`src/rtl/irq_pkg.sv`:
```
package irq_pkg;
  localparam int NUM_LVL = 4;
  localparam int LVL_W   = 2;
  typedef logic [LVL_W-1:0]   lvl_t;
  typedef logic [NUM_LVL-1:0] lvl_mask_t;

  // index of the highest set bit of an in-service mask (0 when empty)
  function automatic lvl_t top_of(input lvl_mask_t m);
    lvl_t t;
    t = '0;
    for (int i = 0; i < NUM_LVL; i++)
      if (m[i]) t = lvl_t'(i);
    return t;
  endfunction
endpackage

```
`src/rtl/irq_regs.sv`:
```
module irq_regs #(
  parameter int N_SRC = 7,
  parameter int DW    = 8
) (
  input  logic             clk,
  input  logic             rst,
  input  logic             wr,
  input  logic [1:0]       sel,
  input  logic [DW-1:0]    wdata,
  output logic [DW-1:0]    rdata,
  output logic             glb_en,
  output logic [N_SRC-1:0] src_en,
  output logic [N_SRC-1:0] prio_lo,
  output logic [N_SRC-1:0] prio_hi
);
  localparam int NP = N_SRC - 1;  // programmable sources

  logic [N_SRC:0] en_q;
  logic [NP-1:0]  lo_q, hi_q;
  logic [DW-1:0]  rd_mux;

  always_ff @(posedge clk) begin
    if (rst) begin
      en_q <= '0;
      lo_q <= '0;
      hi_q <= '0;
    end else if (wr) begin
      case (sel)
        2'd0:    en_q <= wdata[N_SRC:0];
        2'd1:    lo_q <= wdata[NP-1:0];
        2'd2:    hi_q <= wdata[NP-1:0];
        default: ;
      endcase
    end
  end

  always_comb begin
    case (sel)
      2'd0:    rd_mux = DW'(en_q);
      2'd1:    rd_mux = DW'(lo_q);
      2'd2:    rd_mux = DW'(hi_q);
      default: rd_mux = '0;
    endcase
  end

  always_ff @(posedge clk) begin
    if (rst) rdata <= '0;
    else     rdata <= rd_mux;
  end

  assign glb_en  = en_q[N_SRC];
  assign src_en  = en_q[N_SRC-1:0];
  // last source has no priority bits: fixed lowest level
  assign prio_lo = {1'b0, lo_q};
  assign prio_hi = {1'b0, hi_q};
endmodule

```
`src/rtl/irq_arbiter.sv`:
```
module irq_arbiter
  import irq_pkg::*;
#(
  parameter int N_SRC = 7,
  parameter int IW    = $clog2(N_SRC)
) (
  input  logic [N_SRC-1:0] req,
  input  logic             glb_en,
  input  logic [N_SRC-1:0] src_en,
  input  logic [N_SRC-1:0] prio_lo,
  input  logic [N_SRC-1:0] prio_hi,
  input  logic             busy,
  input  lvl_t             ceiling,
  output logic             hit,
  output logic [IW-1:0]    win_idx,
  output lvl_t             win_lvl
);
  logic [N_SRC-1:0] elig;
  lvl_t             lvl [N_SRC];

  for (genvar i = 0; i < N_SRC; i++) begin : g_src
    assign lvl[i]  = {prio_hi[i], prio_lo[i]};
    assign elig[i] = req[i] && src_en[i] && glb_en &&
                     (!busy || (lvl[i] > ceiling));
  end

  // scan from the last index down; ">=" lets a lower index take equal levels
  always_comb begin
    hit     = 1'b0;
    win_idx = '0;
    win_lvl = '0;
    for (int i = N_SRC - 1; i >= 0; i--) begin
      if (elig[i] && (!hit || lvl[i] >= win_lvl)) begin
        hit     = 1'b1;
        win_idx = IW'(i);
        win_lvl = lvl[i];
      end
    end
  end
endmodule

```
`src/rtl/irq_nest.sv`:
```
module irq_nest
  import irq_pkg::*;
(
  input  logic      clk,
  input  logic      rst,
  input  logic      set_en,
  input  lvl_t      set_lvl,
  input  logic      pop,
  output lvl_mask_t isr,
  output logic      busy,
  output lvl_t      ceiling
);
  lvl_mask_t popped;

  always_comb begin
    popped = isr;
    if (pop && busy) popped[top_of(isr)] = 1'b0;
  end

  always_ff @(posedge clk) begin
    if (rst)         isr <= '0;
    else if (set_en) isr <= popped | (lvl_mask_t'(1) << set_lvl);
    else             isr <= popped;
  end

  assign busy    = |isr;
  assign ceiling = top_of(isr);


  pop_one_chk: assert property (@(posedge clk) disable iff (rst)
    pop && !set_en && busy |=> $countones(isr) == $countones($past(isr)) - 1);
endmodule

```
`src/rtl/irq_nest_ctrl.sv`:
```
module irq_nest_ctrl
  import irq_pkg::*;
#(
  parameter int N_SRC = 7,
  parameter int DW    = 8,
  parameter int VW    = $clog2(N_SRC + 1)
) (
  input  logic             clk,
  input  logic             rst,
  input  logic [N_SRC-1:0] irq_req,
  input  logic             boundary,
  input  logic             irq_ack,
  input  logic             reti,
  input  logic             reg_wr,
  input  logic [1:0]       reg_sel,
  input  logic [DW-1:0]    reg_wdata,
  output logic [DW-1:0]    reg_rdata,
  output logic             irq_valid,
  output logic [VW-1:0]    irq_vector,
  output logic [LVL_W-1:0] irq_level,
  output logic [NUM_LVL-1:0] in_service
);
  localparam int IW = $clog2(N_SRC);

  logic             glb_en, busy, hit;
  logic [N_SRC-1:0] src_en, prio_lo, prio_hi;
  logic [IW-1:0]    win_idx;
  lvl_t             win_lvl, ceiling;
  logic             take;

  irq_regs #(.N_SRC(N_SRC), .DW(DW)) u_regs (
    .clk(clk), .rst(rst), .wr(reg_wr), .sel(reg_sel), .wdata(reg_wdata),
    .rdata(reg_rdata), .glb_en(glb_en), .src_en(src_en),
    .prio_lo(prio_lo), .prio_hi(prio_hi)
  );

  irq_arbiter #(.N_SRC(N_SRC), .IW(IW)) u_arb (
    .req(irq_req), .glb_en(glb_en), .src_en(src_en),
    .prio_lo(prio_lo), .prio_hi(prio_hi), .busy(busy), .ceiling(ceiling),
    .hit(hit), .win_idx(win_idx), .win_lvl(win_lvl)
  );

  assign take = irq_valid && irq_ack;

  irq_nest u_nest (
    .clk(clk), .rst(rst), .set_en(take), .set_lvl(irq_level),
    .pop(reti), .isr(in_service), .busy(busy), .ceiling(ceiling)
  );

  always_ff @(posedge clk) begin
    if (rst || take) begin
      irq_valid  <= 1'b0;
      irq_vector <= '0;
      irq_level  <= '0;
    end else if (!irq_valid && boundary && hit) begin
      irq_valid  <= 1'b1;
      irq_vector <= VW'(win_idx) + VW'(1);
      irq_level  <= win_lvl;
    end
  end


  hold_vec_chk: assert property (@(posedge clk) disable iff (rst)
    irq_valid && !irq_ack |=> irq_valid && $stable(irq_vector) && $stable(irq_level));

  no_boundary_chk: assert property (@(posedge clk) disable iff (rst)
    !irq_valid && !boundary |=> !irq_valid);

  ack_record_chk: assert property (@(posedge clk) disable iff (rst)
    irq_valid && irq_ack |=> !irq_valid && in_service[$past(irq_level)]);

  above_ceiling_chk: assert property (@(posedge clk) disable iff (rst)
    irq_valid && busy |-> irq_level > ceiling);

  global_gate_chk: assert property (@(posedge clk) disable iff (rst)
    $rose(irq_valid) |-> $past(glb_en));

  cmp_low_chk: assert property (@(posedge clk) disable iff (rst)
    irq_valid && irq_vector == VW'(N_SRC) |-> irq_level == '0);
endmodule

```
`config.mk`:
```
export PLATFORM = sky130hd
export DESIGN_NAME = irq_nest_ctrl
export DESIGN_NICKNAME = d
export VERILOG_FILES = /design/src/rtl/irq_pkg.sv /design/src/rtl/irq_regs.sv /design/src/rtl/irq_arbiter.sv /design/src/rtl/irq_nest.sv /design/src/rtl/irq_nest_ctrl.sv
export SDC_FILE = /design/constraint.sdc
export NUM_CORES = 1
export LEC_CHECK = 0
export BUFFER_PORTS_ARGS = -buffer_cell sky130_fd_sc_hd__buf_2
export CAP_MARGIN = 20
export CELL_PAD_IN_SITES_DETAIL_PLACEMENT = 1
export CELL_PAD_IN_SITES_GLOBAL_PLACEMENT = 1
export CORE_MARGIN = 1.5
export CORE_UTILIZATION = 39
export DETAILED_ROUTE_END_ITERATION = 8
export PLACE_DENSITY_LB_ADDON = 0.2
export SYNTH_ARGS = -nofsm -noshare
export SYNTH_HDL_FRONTEND = slang
export SYNTH_HIERARCHICAL = 1
export SYNTH_SLANG_ARGS = --single-unit
```
`constraint.sdc`:
```
create_clock -name clk -period 8.3 [get_ports clk]
set_input_delay 1.66 -clock clk [delete_from_list [all_inputs] [get_ports clk]]
set_output_delay 1.66 -clock clk [all_outputs]
set_load 0.05 [all_outputs]
```
==> reports/metrics.yaml <==
cts_root_buf: "clkbuf_8"
ff2ff_path_depth: 39
holdBufCountCts: 0
syn_area_um2: 2630
syn_avg_cell_area_um2: 9.06
post-route-min-period_ns: 7.98
r2r_slack_ns: 0.49
cp_max_fo: 5
critPathCaptureType: "flip-flop"
ant_nets: 0
rr_endpoint: "irq_vector[1]"
period_share: 0.962
layout_common_cells: "buf_2, dfxtp_1, nand2b_1"
hold_path.class: "reg -> reg"
min_to: "u_nest/isr[0]"
netlist.top_cell.by_area: "dfxtp_1"
io_pins: 41
finalWeightedCongestion: 0.809
critPathLaunchType: "primary input"
final_nets: 398
status: "finished, violations left"
initial_utilization: 0.409
path_delay_family: "compound AO/OA/AOI/OAI gates"
syn_inst: 290
timing.fmax_mhz: 125
maxSlewHeadroom: 0.636
power_leakage_nw: 1.42
synth_cell_types: 55
drc_errors: 1
ys_async_sr_fraction: 0
diodes: 0
grt_pass1_vias: 2433
port_buffers: 40
drt-pass1-iter-count: 6
rows: 29
drive_gt1_frac: 0.296
viasPerCell: 5.51
cts_max_level: 2
vias: 2342
final_common_cell: "buf_2"
cts_made_buffers: 5
clk_latency_ns: 0.29
yosys_warnings: 6
synth_ff_type: "dfxtp_1"
core_um2: 6420
crit_slowest_cell: "mux2_4"
clock_sinks: 38
synth_top_area_frac: 0.289
antenna_found_initial: 0
cp_num_buf_inv: 2
fin_worst_skew_ns: 0.00791
setup-tns-final_ns: 0
arrival_ns: 8.16
fillerInstances: 773
violations: "DRC"
hold_start: "u_nest/isr[0]"
grt_usage: 0.210
cpPeakStageDelay_ns: 0.33
grt_start_max_net_pins: 36
die_h_um: 85.1
hold_viol: 0
post_drt_wl_per_cell_um: 17.3
drt-initial-drc-count: 68
whs_path_depth: 2
worst-setup-path-type: "in -> reg"
drt-total-wl_um: 7340
cap_violations: 0
synth-edff-count: 0
grt_pass1_wl_um: 12000
r2r_start: "u_nest/isr[3]"
synthTopCellsByArea: "dfxtp_1, ha_1, mux2i_1, nand2b_1, a21oi_1"
vdd_drop_max_uv: 99.7
cts_buffer_depth: 2
syn2layout_area_growth_pct: 22.2
clkTransAtPathRegs_ns: 0.08
dp.final_hpwl_um: 5480
die_x_um: 85.1
drv_slew: 0
cts_tree: "built"
tightest_slew_ns: 0.542
crit_top_cell: "ha_1"
die_area_um2: 7240
power.total_mw: 0.396
cp.required_ns: 8.47
p_per_area_nw_per_um2: 123
ys_seq_elements: 38
setup_viol: 0
final_util: 0.500
synth_seq_area_share: 0.289
overflow: 0
-- worst register-to-register path: cells and delay by family, from the launching register on --
family                   cells  cell delay (ns)
flip-flops                   1             0.36
buffers and inverters        1             0.16
AO/OA/AOI/OAI               17             2.67
adder cells (fa/ha/maj)      6             1.64
multiplexers                 3             0.79
AND/OR/NAND/NOR             12             2.09
-- through the flow --
stage / hold WS [ns] / setup slack, ns / cell area (um^2) / std cells
2_1_floorplan: 0.455 / 0.373 / 2630 / 291
3_3_place_gp: 0.471 / 0.253 / 2990 / 414
3_5_place_dp: 0.483 / -0.107 / 2990 / 414
4_1_cts: 0.497 / 0.182 / 3100 / 421
5_1_grt: 0.542 / -0.0546 / 3210 / 425
6_report: 0.497 / 0.316 / 3210 / 425
-- power breakdown --
part	internal (mW)	switching (mW)
logic	0.0176	0.0239
clock network	0.0962	0.0672
registers	0.186	0.00432
total	0.300	0.0954
-- cell usage after synthesis, types with 2 or more instances --
library cell and number:
nand3_1 8, or3b_1 2, mux2i_1 29, a311oi_2 2
nand2b_1 38, buf_4 4, o211ai_1 2, a21oi_1 18
nand3b_1 3, o21ai_1 2, o21ai_0 12, clkbuf_1 4
and3b_2 2, buf_2 2, a211oi_2 2, and2_1 4
and3_1 3, mux2_4 2, a21o_1 2, nor2_1 10
nor2b_1 4, o22ai_1 7, nand2_1 11, inv_1 17
ha_1 27, buf_6 2, o31ai_1 2, dfxtp_1 38
a32oi_1 2, nor3_1 4
-- timing repair --
action                     CTS  global route
gates resized for setup      0            22
buffers inserted             0             4
setup endpoints to repair    0             5
-- state kept, by name, indices dropped and copies added (netlist names) --
register      count
irq_level         2
irq_valid         1
irq_vector        3
u_regs/hi_q       6
u_nest/isr        4
u_regs/lo_q       6
u_regs/rdata      8
u_regs/en_q       8
-- worst max path at each step --
stage	cells after the start	startpoint	to	slack, ns
6_report	38	irq_req[5]	irq_vector[1]	0.32
5_1_grt	38	irq_req[5]	irq_vector[1]	-0.05
4_1_cts	39	irq_req[5]	irq_vector[2]	0.18
3_5_place_dp	39	irq_req[5]	irq_vector[2]	-0.11
3_3_place_gp	40	irq_req[5]	irq_vector[2]	0.25
2_1_floorplan	39	irq_req[6]	irq_vector[2]	0.37
-- final cells by class --
class	count	area, um^2	share of cell area
clock buffers	6	82.6	0.0257
clock inverters	1	30.0	0.00935
inverters	17	63.8	0.0199
multi-input cells	224	1810	0.564
flip-flops and latches	38	761	0.237
well taps	77	96.3	0.0300
repair buffers	62	365	0.114
-- layer usage --
layer / track usage / wire length [um]
met3: 0.0331 / 207
met4: 0.0566 / 80
met1: 0.281 / 3530
met5: 0 / 0
met2: 0.351 / 3510
-- kinds of logic (layout without fill, tap and decap cells) --
family,count (synthesis),in the layout,synth area share
flops,38,38,0.289
fa+ha+maj,27,27,0.129
other cells,1,2,0.00143
mux,32,32,0.126
compound gates,63,63,0.176
xor+xnor,1,1,0.00333
buf+inv,29,86,0.0538
simple gates,99,99,0.222
Power figures use the tool's default switching activity.
